--- src/rtl/pwr_seq_pkg.sv ---
// Shared types for the power-up sequencer.
// Assumes: three core rails; state codes visible at the top are 2 bits.
package pwr_seq_pkg;

    localparam int RAIL_COUNT = 3;

    typedef enum logic [2:0] {
        ST_OFF  = 3'd0,
        ST_QUAL = 3'd1,
        ST_RAMP = 3'd2,
        ST_RUN  = 3'd3,
        ST_DOWN = 3'd4
    } seq_state_e;

    typedef enum logic [1:0] {
        SRC_NONE = 2'd0,
        SRC_PSW  = 2'd1,
        SRC_VBUS = 2'd2,
        SRC_RTC  = 2'd3
    } wake_src_e;

endpackage

--- src/rtl/pwr_hold_qual.sv ---
// Hold qualifier: asserts qual_o while in_i has stayed high for HOLD_TICKS ticks.
// Assumes tick_i is a one-cycle pulse; any low cycle on in_i restarts the count.
module pwr_hold_qual #(
    parameter int HOLD_TICKS = 100
) (
    input  logic clk,
    input  logic rst_n,
    input  logic tick_i,
    input  logic in_i,
    output logic qual_o
);
    localparam int CNT_W = $clog2(HOLD_TICKS + 1);
    localparam logic [CNT_W-1:0] CNT_MAX = CNT_W'(HOLD_TICKS);

    logic [CNT_W-1:0] cnt_q;

    // Count ticks while the input is high, saturating at the hold length.
    always_ff @(posedge clk) begin
        if (!rst_n || !in_i) begin
            cnt_q <= '0;
        end else if (tick_i && cnt_q != CNT_MAX) begin
            cnt_q <= cnt_q + 1'b1;
        end
    end

    // Qualified only while the input is still high.
    assign qual_o = in_i && (cnt_q == CNT_MAX);

endmodule

--- src/rtl/pwr_bit_sync.sv ---
// Multi-flop synchronizer for a vector of independent level signals.
// Assumes each bit is a slow level; no bus coherency is given.
module pwr_bit_sync #(
    parameter int WIDTH  = 3,
    parameter int STAGES = 2
) (
    input  logic             clk,
    input  logic             rst_n,
    input  logic [WIDTH-1:0] d_i,
    output logic [WIDTH-1:0] q_o
);
    logic [WIDTH-1:0] stage_q [STAGES];

    for (genvar s = 0; s < STAGES; s++) begin : g_stage
        // Shift one stage of the synchronizer chain.
        always_ff @(posedge clk) begin
            if (!rst_n) begin
                stage_q[s] <= '0;
            end else begin
                stage_q[s] <= (s == 0) ? d_i : stage_q[(s == 0) ? 0 : s - 1];
            end
        end
    end

    assign q_o = stage_q[STAGES-1];

endmodule

--- src/rtl/pwr_seq_fsm.sv ---
// Sequencer state machine: wake handling, path choice, ramp abort/timeout,
// power-down teardown and auto-restart.
// Assumes qualified wake inputs and synchronized rail-good come from siblings.
module pwr_seq_fsm
    import pwr_seq_pkg::*;
#(
    parameter int RAMP_TIMEOUT_TICKS = 100
) (
    input  logic       clk,
    input  logic       rst_n,
    input  logic       tick_i,
    input  logic       psw_raw_i,
    input  logic       vbus_raw_i,
    input  logic       psw_qual_i,
    input  logic       vbus_qual_i,
    input  logic       rtc_i,
    input  logic       rails_good_i,
    input  logic       pdn_req_i,
    input  logic       auto_restart_i,
    output seq_state_e state_o,
    output wake_src_e  src_o,
    output logic       lin_o
);
    localparam int TO_W = $clog2(RAMP_TIMEOUT_TICKS + 1);
    localparam logic [TO_W-1:0] TO_LAST = TO_W'(RAMP_TIMEOUT_TICKS - 1);

    seq_state_e      state_q, state_d;
    wake_src_e       src_q, src_d;
    logic            lin_q, lin_d;
    logic            pend_q, pend_d;
    logic [TO_W-1:0] to_q, to_d;
    logic            trig_lost;

    // Loss of the level that started the current ramp.
    always_comb begin
        trig_lost = ((src_q == SRC_PSW) && !psw_raw_i) ||
                    ((src_q == SRC_VBUS) && !vbus_raw_i);
    end

    // Next-state and next-register logic.
    always_comb begin
        state_d = state_q;
        src_d   = src_q;
        lin_d   = lin_q;
        pend_d  = pend_q;
        to_d    = to_q;
        unique case (state_q)
            ST_OFF: begin
                if (pend_q) begin
                    state_d = ST_RAMP;
                    src_d   = SRC_NONE;
                    lin_d   = vbus_raw_i;
                    pend_d  = 1'b0;
                    to_d    = '0;
                end else if (rtc_i) begin
                    state_d = ST_RAMP;
                    src_d   = SRC_RTC;
                    lin_d   = vbus_raw_i;
                    to_d    = '0;
                end else if (psw_raw_i || vbus_raw_i) begin
                    state_d = ST_QUAL;
                end
            end
            ST_QUAL: begin
                if (rtc_i || psw_qual_i || vbus_qual_i) begin
                    state_d = ST_RAMP;
                    lin_d   = vbus_raw_i;
                    to_d    = '0;
                    src_d   = rtc_i ? SRC_RTC : (psw_qual_i ? SRC_PSW : SRC_VBUS);
                end else if (!psw_raw_i && !vbus_raw_i) begin
                    state_d = ST_OFF;
                end
            end
            ST_RAMP: begin
                if (rails_good_i) begin
                    state_d = ST_RUN;
                end else if (trig_lost) begin
                    state_d = ST_OFF;
                end else if (tick_i) begin
                    if (to_q == TO_LAST) begin
                        state_d = ST_OFF;
                    end else begin
                        to_d = to_q + 1'b1;
                    end
                end
            end
            ST_RUN: begin
                if (pdn_req_i) begin
                    state_d = ST_DOWN;
                end
            end
            ST_DOWN: begin
                state_d = ST_OFF;
                pend_d  = auto_restart_i;
            end
            default: state_d = ST_OFF;
        endcase
    end

    // State and context registers.
    always_ff @(posedge clk) begin
        if (!rst_n) begin
            state_q <= ST_OFF;
            src_q   <= SRC_NONE;
            lin_q   <= 1'b0;
            pend_q  <= 1'b0;
            to_q    <= '0;
        end else begin
            state_q <= state_d;
            src_q   <= src_d;
            lin_q   <= lin_d;
            pend_q  <= pend_d;
            to_q    <= to_d;
        end
    end

    assign state_o = state_q;
    assign src_o   = src_q;
    assign lin_o   = lin_q;

endmodule

--- src/rtl/pwr_seq_ctrl.sv ---
// Power-up sequencer top: qualifies wake levels, synchronizes rail-good,
// runs the sequencer and decodes rail, path, reset and status outputs.
// Assumes tick_i is a one-cycle pulse in the clk domain.
module pwr_seq_ctrl
    import pwr_seq_pkg::*;
#(
    parameter int HOLD_TICKS         = 100,
    parameter int RAMP_TIMEOUT_TICKS = 100,
    parameter int SYNC_STAGES        = 2
) (
    input  logic                  clk,
    input  logic                  rst_n,
    input  logic                  tick_i,
    input  logic                  pswitch_i,
    input  logic                  vbus_ok_i,
    input  logic                  rtc_alarm_i,
    input  logic                  auto_restart_i,
    input  logic                  pwr_down_req_i,
    input  logic [RAIL_COUNT-1:0] rail_good_i,
    output logic [RAIL_COUNT-1:0] rail_en_o,
    output logic                  path_lin_o,
    output logic                  path_dcdc_o,
    output logic                  core_rst_n_o,
    output logic [1:0]            state_o,
    output logic [1:0]            wake_src_o
);
    localparam int N_LEVEL = 2;

    logic [N_LEVEL-1:0]    lvl_raw, lvl_qual;
    logic [RAIL_COUNT-1:0] good_sync;
    seq_state_e            st;
    wake_src_e             src;
    logic                  lin;
    logic                  rails_on;

    assign lvl_raw = {vbus_ok_i, pswitch_i};

    for (genvar i = 0; i < N_LEVEL; i++) begin : g_hold
        pwr_hold_qual #(.HOLD_TICKS(HOLD_TICKS)) i_hold (
            .clk   (clk),
            .rst_n (rst_n),
            .tick_i(tick_i),
            .in_i  (lvl_raw[i]),
            .qual_o(lvl_qual[i])
        );
    end

    pwr_bit_sync #(.WIDTH(RAIL_COUNT), .STAGES(SYNC_STAGES)) i_sync (
        .clk  (clk),
        .rst_n(rst_n),
        .d_i  (rail_good_i),
        .q_o  (good_sync)
    );

    pwr_seq_fsm #(.RAMP_TIMEOUT_TICKS(RAMP_TIMEOUT_TICKS)) i_fsm (
        .clk           (clk),
        .rst_n         (rst_n),
        .tick_i        (tick_i),
        .psw_raw_i     (pswitch_i),
        .vbus_raw_i    (vbus_ok_i),
        .psw_qual_i    (lvl_qual[0]),
        .vbus_qual_i   (lvl_qual[1]),
        .rtc_i         (rtc_alarm_i),
        .rails_good_i  (&good_sync),
        .pdn_req_i     (pwr_down_req_i),
        .auto_restart_i(auto_restart_i),
        .state_o       (st),
        .src_o         (src),
        .lin_o         (lin)
    );

    // Output decode from the registered state.
    always_comb begin
        rails_on     = (st == ST_RAMP) || (st == ST_RUN) || (st == ST_DOWN);
        rail_en_o    = {RAIL_COUNT{rails_on}};
        path_lin_o   = rails_on && lin;
        path_dcdc_o  = rails_on && !lin;
        core_rst_n_o = (st == ST_RUN);
        state_o      = (st == ST_DOWN) ? 2'd3 : st[1:0];
        wake_src_o   = src;
    end

endmodule

--- config.mk ---
export PLATFORM = sky130hd
export DESIGN_NAME = pwr_seq_ctrl
export DESIGN_NICKNAME = d
export VERILOG_FILES = /design/src/rtl/pwr_seq_pkg.sv /design/src/rtl/pwr_hold_qual.sv /design/src/rtl/pwr_bit_sync.sv /design/src/rtl/pwr_seq_fsm.sv /design/src/rtl/pwr_seq_ctrl.sv
export SDC_FILE = /design/constraint.sdc
export NUM_CORES = 1
export LEC_CHECK = 0
export ABC_AREA = 1
export BUFFER_PORTS_ARGS = -buffer_cell sky130_fd_sc_hd__clkbuf_2
export CAP_MARGIN = 25
export CORE_ASPECT_RATIO = 0.5
export CORE_MARGIN = 1
export CORE_UTILIZATION = 30
export CTS_CLUSTER_DIAMETER = 200
export DETAILED_ROUTE_END_ITERATION = 10
export MAX_ROUTING_LAYER = met4
export RECOVER_POWER = 25
export SKIP_CTS_REPAIR_TIMING = 1
export SYNTH_ARGS = -nofsm -noshare
export SYNTH_HDL_FRONTEND = slang
export SYNTH_SLANG_ARGS = --single-unit
--- constraint.sdc ---
create_clock -name clk -period 1.5 [get_ports clk]
set_input_delay 0.075 -clock clk [delete_from_list [all_inputs] [get_ports clk]]
set_output_delay 0.075 -clock clk [all_outputs]
set_load 0.01 [all_outputs]
# Yosys cells after proc, flatten, opt, wreduce, memory -nomap -nowiden

Memory sizes are Yosys's and may differ from the RTL's.
Index checks and enable logic that the tools add are counted.

Add/sub/neg operators: 3
Eq/ne operators: 22
Multiplexer cells: 35
Bitwise logic cells: 2
Reduce and logical (&&, ||, !) cells: 29

Operators with widths:

| kind                | number |
|---|---|
| $mux 7              | 7 |
| $mux 3              | 12 |
| $add 7x1->7 const B | 3 |
| $eq 7x7->1 const B  | 3 |
| $pmux 7 s3          | 1 |
| $ne 7x7->1 const B  | 2 |
| $mux 2              | 6 |
| $pmux 3 s4          | 1 |
| $ne 2x2->1 const B  | 5 |
| $logic_and 1x1->1   | 9 |
| $logic_or 1x1->1    | 8 |
| $ne 4x2->1 const B  | 2 |
| $reduce_and 7->1    | 1 |
| $eq 3x2->1 const B  | 2 |
| $reduce_and 3->1    | 2 |
| $mux 1              | 5 |
| $reduce_and 5->1    | 1 |
| $logic_not 1->1     | 4 |
| $ne 4x1->1 const B  | 1 |
| $pmux 1 s2          | 2 |
| $pmux 2 s2          | 1 |
| $reduce_bool 2->1   | 2 |
| $eq 3x1->1 const B  | 1 |
| $eq 3x3->1 const B  | 1 |
| other kinds (8)     | 9 |

Bits in registers: 28
Memory bits (writable): 6
Bits of input ports: 11
Output and inout port bits: 10
Logic and storage cells: 99
Memories kept: 1

Memory list:

| name           | depth | bits a word | rd ports | clocked after Yosys merged registers in | write ports | line               | RTL |
|---|---|---|---|---|---|---|---|
| i_sync.stage_q | 2     | 3           | 2        | 0                                       | 2           | pwr_bit_sync.sv:12 | `logic [WIDTH-1:0] stage_q [STAGES];` |

# Longest topological paths before layout

Gate-level depths: netlist (run 1).

Depth in word-level cells: 6
Mapped depth: 11
Gate-level depth less buffers: 11

# Hierarchy

Synthesis (run 1) repeated with hierarchy kept, for this count alone.

Cell total of the unflattened synthesis: 324
Area, all modules: 2188.3 µm²

Modules (own cells, without submodules):

| module        | times used | cells each | area an instance (µm²) | seq. area each (µm²) |
|---|---|---|---|---|
| pwr_seq_fsm   | 1          | 149        | 982.2                  | 280.3 |
| pwr_hold_qual | 2          | 70         | 478.0                  | 140.1 |
| pwr_bit_sync  | 1          | 18         | 165.2                  | 120.1 |
| pwr_seq_ctrl  | 1          | 17         | 85.1                   | 0.0 |

# Least setup slack after synthesis (run 1)

No wires, ideal clock.

Path kind: register to register
From: register g_hold[0].i_hold.cnt_q[0]
To: register g_hold[0].i_hold.cnt_q[5]
Library setup time: 0.116 ns
Data arrival time: 1.354 ns
Data required time: 1.384 ns
Setup slack: 0.031 ns
Stages on the path, launching flop included: 11
Path buffers: 0
Clock period less this slack: 1.469 ns
Cells stage by stage: dfxtp_1 > inv_1 > ha_1 > nand2_1 > nor2_1 > nand2_1 > nand2_1 > nor3_1 > nand2_1 > o21ai_0 > nor2_1

Cells in the longest elaborated chain, start to end: 2
Elaborated cells on any way between the ends: 3
Classes of those cells: add/sub (1); eq/ne (1); reduce/logical (1)

RTL lines:

| element                                                             | line                | RTL |
|---|---|---|
| start, declared                                                     | pwr_hold_qual.sv:15 | `logic [CNT_W-1:0] cnt_q;` |
| start signal, assigned                                              | pwr_hold_qual.sv:22 | `cnt_q <= cnt_q + 1'b1;` |
| parallel branches: the longest is 2 deep, another holds $add 7x1->7 | n/a                 |  |

Parallel ways; which one is timed is not known.
A chain may end at the register's enable or synchronous reset.

# Worst setup path in the final report (run 1)

From: register g_hold[0].i_hold.cnt_q[0]
To: register i_fsm.src_q[0] (netlist: i_fsm.src_o[0])

Cells in the longest elaborated chain, start to end: 6
Elaborated cells on any way between the ends: 10
Classes of those cells: eq/ne (2); mux (4); reduce/logical (4)

RTL lines:

| element                                                  | line                                 | RTL |
|---|---|---|
| $eq 7x7->1 (*)                                           | pwr_hold_qual.sv:27                  | `assign qual_o = in_i && (cnt_q == CNT_MAX);` |
| $logic_and 1x1->1 (*)                                    | pwr_hold_qual.sv:27                  |  |
| $mux 2 or $logic_or 1x1->1 (tied branches) (2 in series) | pwr_seq_fsm.sv:69, pwr_seq_fsm.sv:65 |  |
| $mux 2 or $ne 2x1->1 (tied branches)                     | n/a                                  |  |
| $pmux 2 s2 or $reduce_and 3->1 (tied branches)           | n/a                                  |  |
| end signal, assigned                                     | pwr_seq_fsm.sv:110                   | `src_q <= src_d;` |
| end, declared                                            | pwr_seq_fsm.sv:28                    | `wake_src_e src_q, src_d;` |

Mark *: on every way between the ends. The rest lies on a longest branch, timed or not. The select of a mux whose other input is x is not followed.

==> results of run 1 <==
[power breakdown]
group	internal, mW	switching [mW]	leakage, nW
clock network	0.658	0.379	0.0739
registers	1.07	0.157	0.281
logic	0.579	0.852	0.832
[flip-flops by register name, summed over array words and instances, names as in the netlist]
| register | cells |
|---|---|
| i_fsm.state_o | 3 |
| g_hold.i_hold.cnt_q | 14 |
| i_fsm.lin_o | 1 |
| i_fsm.to_q | 7 |
| i_sync.stage_q | 6 |
| i_fsm.src_o | 2 |
| i_fsm.pend_q | 1 |
[synth_stat cells (all sizes together)]
library cell / number / area [µm²]
a211oi: 1 / 7.51
ha: 5 / 62.6
nor3: 5 / 36.3
nand2: 67 / 262
o21a: 2 / 15.0
inv: 44 / 170
nand3b: 3 / 22.5
nand3: 30 / 173
dfxtp: 34 / 681
xnor2: 1 / 8.76
clkbuf: 1 / 3.75
a21oi: 17 / 85.1
or2: 2 / 12.5
o21ai: 16 / 80.1
nor3b: 2 / 15.0
nor2: 52 / 205
nand4: 3 / 33.8
buf: 5 / 45.0
[worst min-delay path, delay by kind of cell]
family                 cells  cell delay [ns]
buffers and inverters      2             0.11
and+or+nand+nor            1             0.04
[final cells by class]
type | count | area (µm²)
clock inverters | 1 | 5.00
fillers | 606 | 3510
clock buffers | 7 | 143
well taps | 88 | 110
flip-flops and latches | 34 | 689
multi-input cells | 206 | 1190
inverters | 44 | 173
repair buffers | 47 | 310
[worst paths after layout]
check / to / slack (ns) / cells past startpoint
hold reg to reg: i_sync.stage_q[1][2] / 0.41 / 2
setup reg to reg: i_fsm.src_o[0] / 0.05 / 11
hold / removal: i_sync.stage_q[0][0] / -0.02 / 3
setup / recovery: i_fsm.src_o[0] / 0.05 / 11
[cell usage in the layout (no fill, tap or decap), types with 2 or more instances in the layout]
cell / n
nor2_4: 7
buf_6: 2
nor2_1: 42
nand2_4: 3
nand2_2: 5
ha_4: 2
o21ai_0: 14
nor3_4: 3
nand3_4: 2
o21a_1: 2
nand3_2: 4
nor3b_1: 2
nand2_1: 59
clkbuf_1: 3
clkbuf_2: 18
nand3b_1: 3
nand4_1: 2
nor2_2: 3
dfxtp_1: 27
a21oi_1: 14
inv_1: 35
or2_2: 2
nand3_1: 24
dfxtp_2: 7
buf_4: 24
ha_1: 2
inv_2: 7
a21oi_2: 3
clkbuf_16: 5
[stage by stage]
step                      power (mW)  instance area (µm²)  hold WS (ns)  utilization (%)
after floorplan                 2.18                 1920         0.173                -
after global placement          2.47                 2210         0.263             36.1
after detailed placement        2.49                 2210         0.265             36.1
after CTS                       3.53                 2360       -0.0209             38.5
after global routing            3.99                 2620       0.00967             42.7
final                           3.69                 2620       -0.0187             42.7
[cell families after synthesis]
family                   after synthesis  share of synthesized area, %
AND/OR/NAND/NOR                      164                          39.6
buffers and inverters                 50                          11.4
AO/OA/AOI/OAI                         36                          9.78
flip-flops                            34                          35.5
adder cells (fa/ha/maj)                5                          3.26
XOR/XNOR                               1                         0.457
[routing by layer]
layer	track usage (%)	vias up	wire length, µm
met4	6.12	0	38
met5	-	-	0
li1	-	1008	-
met1	15.9	907	2060
met2	24.5	23	2320
met3	3.50	6	123
==> impl_metrics.env, run 1 <==
export IMPL_areaGrowthSynthToFinish_pct=36.4
export IMPL_rsz0062_at_grt="yes"
export IMPL_num_vias=1944
export IMPL_max_stage_delay_ns=0.32
export IMPL_r2r_start="g_hold[0].i_hold.cnt_q[0]"
export IMPL_slew_violations=0
export IMPL_grt_max_degree=17
export IMPL_wl_mm=4.54
export IMPL_fin_crit_sh_pct=96.7
export IMPL_maxSlewHeadroom_pct=78.3
export IMPL_grt_pass1_wl_mm=7.23
export IMPL_clk_pin_slew_ns=0.06
export IMPL_worstMarginPinSlew_ns=0.324
export IMPL_cp_startpoint="g_hold[0].i_hold.cnt_q[0]"
export IMPL_clk_path_buf_depth=2
export IMPL_holdWs_ns=-0.0187
export IMPL_first_global_vias=1769
export IMPL_skew_ns=0.00544
export IMPL_coreArea_um2=6130
export IMPL_cts_buffers=5
export IMPL_crit_chain="inv_2, ha_4, nand2_4, nor2_4, nand3_4, nand3_2, nand2_1, nand2_2, inv_2, nor2_1, nor2_1"
export IMPL_portBuffers=20
export IMPL_final_nets=354
export IMPL_cts_root_buffer="clkbuf_16"
export IMPL_endpoint_kind="flip-flop"
export IMPL_ios=21
export IMPL_finalHoldViolCount=2
export IMPL_finalSetupViolCount=0
export IMPL_wl_per_cell_um=10.6
export IMPL_grt_usage_pct=14.2
export IMPL_antenna_found_initial=0
export IMPL_first_iter_violations=78
export IMPL_drv_cap=0
export IMPL_yosys_register_bits=34
export IMPL_cp_slowest_cell="dfxtp_2"
export IMPL_critPathBufInv=2
export IMPL_routed_via_density=4.55
export IMPL_fin_cells=427
export IMPL_drtAntennaViolNets=0
export IMPL_clk_latency_ns=0.28
export IMPL_gp_congestion=0.857
export IMPL_layout_drive_gt1_share_pct=31.0
export IMPL_syn_area_um2=1920
export IMPL_violations="negative hold slack"
export IMPL_power_leakage_nw=1.19
export IMPL_status="complete, but fails checks"
export IMPL_yosys_warnings=0
export IMPL_die_h_um=58.5
export IMPL_initial_core_util_pct=31.3
export IMPL_place_ws_ns=-0.0426
export IMPL_hold_path_class="in -> reg"
export IMPL_antenna_cells=0
export IMPL_cp_max_fo=4
export IMPL_die_area_um2=6740
export IMPL_grt_overflow=0
export IMPL_syn_inst=290
export IMPL_die_w_um=115
export IMPL_drc=0
export IMPL_fmax_ghz=0.690
export IMPL_synth_nets=306
export IMPL_cts_tree="yes"
export IMPL_cpLargestDelayFamily="simple AND/OR/NAND/NOR gates"
export IMPL_synth_distinct_cells=30
export IMPL_avgSynthCellArea_um2=6.61
export IMPL_ir_drop_uv=546
export IMPL_setup_ws_ns=0.0499
export IMPL_post_route_min_period_ns=1.45
export IMPL_cp_data_required_time_ns=1.67
export IMPL_cp_arrival_ns=1.62
export IMPL_htree_levels=2
export IMPL_seq_area_frac_synth_pct=35.5
export IMPL_num_rows=20
export IMPL_worst_setup_path_type="reg -> reg"
export IMPL_powerDensity_nw_per_um2=1410
export IMPL_start_kind="flip-flop"
export IMPL_hold_path_startpoint="rail_good_i[0]"
export IMPL_setup_tns_ns=0
export IMPL_placed_cells=410
export IMPL_first_pass_iters=4
export IMPL_dp_hpwl_mm=3.16
export IMPL_cts_sinks=34
Note: power is estimated with default switching activity, not from simulation.
==> inputs of run 2 (changes only) <==
PLACE_DENSITY = 0.55   (was not set)
==> impl_metrics.env, run 2 (synthesized netlist as in run 1, its figures left out) <==
export IMPL_status="complete, but fails checks"
export IMPL_violations="negative hold slack"
export IMPL_hold_path_class="in -> reg"
export IMPL_drtAntennaViolNets=0
export IMPL_wl_mm=4.26
export IMPL_num_vias=1901
export IMPL_placed_cells=414
export IMPL_gp_congestion=0.825
export IMPL_drv_cap=0
export IMPL_reg_top3="g_hold.i_hold.cnt_q: 14 flops, i_fsm.to_q: 7 flops, i_sync.stage_q: 6 flops"
export IMPL_wl_per_cell_um=10.0
export IMPL_powerDensity_nw_per_um2=1410
export IMPL_clk_path_buf_depth=2
export IMPL_n_fill_cell=632
export IMPL_num_rows=20
export IMPL_cts_sinks=34
export IMPL_die_area_um2=6740
export IMPL_worstMarginPinSlew_ns=0.350
export IMPL_skew_ns=0.00380
export IMPL_initial_core_util_pct=31.3
export IMPL_fmax_ghz=0.696
export IMPL_die_w_um=115
export IMPL_holdWs_ns=-0.0176
export IMPL_place_ws_ns=-0.0487
export IMPL_finalSetupViolCount=0
export IMPL_portBuffers=20
export IMPL_drc=0
export IMPL_clk_pin_slew_ns=0.05
export IMPL_grt_pass1_wl_mm=7.13
export IMPL_ir_drop_uv=501
export IMPL_cts_tree="yes"
export IMPL_seqCellArea_um2=692
export IMPL_path_common_cell="nand2_4"
export IMPL_cts_buffers=5
export IMPL_grt_overflow=0
export IMPL_cp_max_fo=7
export IMPL_maxSlewHeadroom_pct=76.6
export IMPL_cp_data_required_time_ns=1.71
export IMPL_routed_via_density=4.47
export IMPL_post_route_min_period_ns=1.44
export IMPL_setup_ws_ns=0.0626
export IMPL_final_nets=352
export IMPL_setup_tns_ns=0
export IMPL_dp_hpwl_mm=3.19
export IMPL_max_stage_delay_ns=0.32
export IMPL_mostFrequentLayoutCells="nand2_1, nor2_1, inv_1"
export IMPL_finalPower_mw=3.62
export IMPL_rsz0062_at_grt="yes"
export IMPL_antenna_found_initial=0
export IMPL_endpoint_kind="flip-flop"
export IMPL_layout_commonest_cell="nand2_1"
export IMPL_clk_latency_ns=0.28
export IMPL_dpl_cell_area_um2=2240
export IMPL_slew_violations=0
export IMPL_power_leakage_nw=1.17
export IMPL_cp_arrival_ns=1.65
export IMPL_fin_cells=425
export IMPL_areaGrowthSynthToFinish_pct=34.2
export IMPL_grt_usage_pct=14.0
export IMPL_htree_levels=2
export IMPL_crit_chain="inv_2, ha_4, nand2_4, nor2_4, nand3_4, buf_6, nand4_4, nand2_4, inv_6, nor2_2, nor2_1"
export IMPL_grt_max_degree=20
export IMPL_utilization_pct=42.0
export IMPL_fin_area_um2=2570
export IMPL_fin_crit_sh_pct=95.8
export IMPL_start_kind="flip-flop"
export IMPL_cts_root_buffer="clkbuf_16"
export IMPL_cp_slowest_cell="dfxtp_2"
export IMPL_largest_reg_flops=14
export IMPL_layout_drive_gt1_share_pct=30.0
export IMPL_coreArea_um2=6130
export IMPL_ios=21
export IMPL_first_global_vias=1692
export IMPL_top_register="g_hold.i_hold.cnt_q"
export IMPL_multi_input_area_um2=1160
export IMPL_worst_setup_path_type="reg -> reg"
export IMPL_first_iter_violations=65
export IMPL_die_h_um=58.5
export IMPL_antenna_cells=0
export IMPL_finalHoldViolCount=2
export IMPL_first_pass_iters=5
==> run 2: cell count changes in the layout (fill, tap and decap cells not counted), sizes merged <==
| cell | delta |
|---|---|
| buf | -2 |
==> run 2: worst max-delay path: cells and delay by family, from the launching register on <==
kind                       cells  cell delay, ns
buffers and inverters          3            0.29
DFF                            1            0.32
and+or+nand+nor                7            0.62
adders and majority gates      1            0.14
==> run 2: cell type report <==
| class | count | area share [%] |
|---|---|---|
| clock inverters | 1 | 0.194 |
| inverters | 44 | 6.80 |
| flip-flops and latches | 34 | 26.9 |
| multi-input cells | 206 | 45.0 |
| repair buffers | 45 | 11.3 |
| clock buffers | 7 | 5.54 |
| well taps | 88 | 4.28 |
==> run 2: metal layers <==
| layer | global-route usage, % | share of wire (%) | vias to the layer above |
|---|---|---|---|
| met5 | - | 0 | - |
| met3 | 3.09 | 2.7 | 5 |
| met2 | 24.7 | 51 | 21 |
| met1 | 15.9 | 46 | 867 |
| li1 | - | - | 1008 |
| met4 | 5.01 | 0.94 | 0 |
==> run 2: final timing paths <==
kind	start	endpoint	slack, ns	depth (start not counted)
setup / recovery	g_hold[0].i_hold.cnt_q[1]	i_fsm.to_q[2]	0.06	11
hold / removal	rail_good_i[0]	i_sync.stage_q[0][0]	-0.02	3
setup reg to reg	g_hold[0].i_hold.cnt_q[1]	i_fsm.to_q[2]	0.06	11
hold reg to reg	i_sync.stage_q[0][0]	i_sync.stage_q[1][0]	0.41	2
==> run 2: report_power, final <==
part	switching, mW	internal, mW	leakage, nW
registers	0.166	1.07	0.281
clock network	0.370	0.658	0.0739
logic	0.809	0.546	0.817
total	1.34	2.27	1.17
==> inputs of run 3 (changes only) <==
CELL_PAD_IN_SITES_DETAIL_PLACEMENT = 0   (was not set)
CELL_PAD_IN_SITES_GLOBAL_PLACEMENT = 1   (was not set)
PLACE_DENSITY = 0.7   (was 0.55)
==> impl_metrics.env, run 3 (synthesized netlist as in run 1, its figures left out) <==
export IMPL_endpoint_kind="flip-flop"
export IMPL_placed_cells=416
export IMPL_coreArea_um2=6130
export IMPL_die_area_um2=6740
export IMPL_fin_area_um2=2600
export IMPL_cts_tree="yes"
export IMPL_gp_congestion=0.808
export IMPL_finalSetupViolCount=0
export IMPL_cp_data_required_time_ns=1.72
export IMPL_dp_hpwl_mm=3.27
export IMPL_drtAntennaViolNets=0
export IMPL_clk_pin_slew_ns=0.06
export IMPL_die_h_um=58.5
export IMPL_largest_reg_flops=14
export IMPL_final_nets=356
export IMPL_p_int_mw=2.40
export IMPL_grt_overflow=0
export IMPL_pwr_share_comb_pct=37.9
export IMPL_portBuffers=20
export IMPL_wl_mm=4.40
export IMPL_fin_cells=429
export IMPL_worstMarginPinSlew_ns=0.306
export IMPL_drc=0
export IMPL_layout_commonest_cell="nand2_1"
export IMPL_power_leakage_nw=1.19
export IMPL_skew_ns=0.00507
export IMPL_first_global_vias=1708
export IMPL_cts_buffers=5
export IMPL_grt_pass1_wl_mm=7.34
export IMPL_ios=21
export IMPL_grt_usage_pct=14.5
export IMPL_htree_levels=2
export IMPL_initial_core_util_pct=31.3
export IMPL_p_switching_mw=1.38
export IMPL_first_iter_violations=80
export IMPL_top_register="g_hold.i_hold.cnt_q"
export IMPL_cp_slowest_cell="dfxtp_2"
export IMPL_slew_violations=0
export IMPL_areaGrowthSynthToFinish_pct=35.7
export IMPL_clk_path_buf_depth=2
export IMPL_post_route_min_period_ns=1.47
export IMPL_wl_per_cell_um=10.3
export IMPL_p_clk_share_pct=29.9
export IMPL_fmax_ghz=0.680
export IMPL_num_rows=20
export IMPL_sequentialPowerShare_pct=32.2
export IMPL_powerDensity_nw_per_um2=1450
export IMPL_mostFrequentLayoutCells="nand2_1, nor2_1, inv_1"
export IMPL_hold_path_startpoint="auto_restart_i"
export IMPL_reg_top3="g_hold.i_hold.cnt_q: 14 flops, i_fsm.to_q: 7 flops, i_sync.stage_q: 6 flops"
export IMPL_status="complete, no violations"
export IMPL_cts_root_buffer="clkbuf_16"
export IMPL_maxSlewHeadroom_pct=79.5
export IMPL_die_w_um=115
export IMPL_max_stage_delay_ns=0.32
export IMPL_rsz0062_at_grt="yes"
export IMPL_drv_cap=0
export IMPL_layout_drive_gt1_share_pct=29.9
export IMPL_start_kind="flip-flop"
export IMPL_antenna_cells=0
export IMPL_cp_arrival_ns=1.69
export IMPL_r2r_start="g_hold[0].i_hold.cnt_q[0]"
export IMPL_fin_crit_sh_pct=98.0
export IMPL_cts_sinks=34
export IMPL_grt_max_degree=20
export IMPL_worst_setup_path_type="reg -> reg"
export IMPL_utilization_pct=42.5
export IMPL_finalHoldViolCount=0
export IMPL_routed_via_density=4.34
export IMPL_crit_chain="inv_2, ha_4, nand2_4, nor2_4, nand3_4, buf_6, nand4_4, nand2_4, inv_6, nor2_4, nor2_2"
export IMPL_cp_max_fo=7
export IMPL_cp_startpoint="g_hold[0].i_hold.cnt_q[0]"
export IMPL_antenna_found_initial=0
export IMPL_clk_latency_ns=0.28
export IMPL_first_pass_iters=4
export IMPL_num_vias=1860
export IMPL_ir_drop_uv=621
export IMPL_hold_path_class="in -> reg"
export IMPL_dpl_cell_area_um2=2260
export IMPL_swShare_pct=36.5
export IMPL_finalPower_mw=3.78
==> run 3: final timing paths <==
| check | to | slack (ns) | cells past startpoint |
|---|---|---|---|
| hold reg to reg | i_sync.stage_q[1][1] | 0.41 | 2 |
| setup reg to reg | i_fsm.to_q[0] | 0.03 | 11 |
| hold / removal | i_fsm.pend_q | 0.03 | 3 |
| setup / recovery | i_fsm.to_q[0] | 0.03 | 11 |
==> run 3: cell type report <==
class | count | area, µm²
fill | 629 | 3530
timing repair buffer | 49 | 329
multi-input combinational | 206 | 1140
clock buffer | 8 | 166
inverter | 44 | 173
sequential | 34 | 686
tap | 88 | 110
==> run 3: metrics by stage <==
step                setup WS (ns)  setup TNS [ns]  hold slack, ns
floorplan                  0.0306               0           0.173
global placement          -0.0212         -0.0345           0.263
detailed placement        -0.0999          -0.349           0.264
CTS                        -0.116          -0.625         -0.0225
global route              -0.0623          -0.638          0.0399
finish                     0.0298               0          0.0307
==> run 3: routing by layer <==
layer | share of wire (%) | vias to the layer above | wire, µm | track usage (%)
met5 | 0 | - | 0 | -
met4 | 0.45 | 0 | 20 | 4.08
met3 | 2.0 | 2 | 90 | 4.22
met2 | 50 | 11 | 2200 | 24.4
met1 | 48 | 839 | 2090 | 17.2
li1 | - | 1008 | - | -
==> run 3: power groups by stage <==
stage	registers, mW	clock network, mW	logic [mW]
finish	1.22	1.13	1.43
global placement	1.22	0	1.29
detailed placement	1.22	0	1.30
global route	1.24	1.20	1.63
CTS	1.21	1.17	1.31
floorplan	1.20	0	0.974
==> run 3: critical path: cells and delay by family (launching register included) <==
kind                       cells  cell delay (ns)
DFF                            1             0.32
adders and majority gates      1             0.15
and+or+nand+nor                7             0.64
buffers and inverters          3             0.31
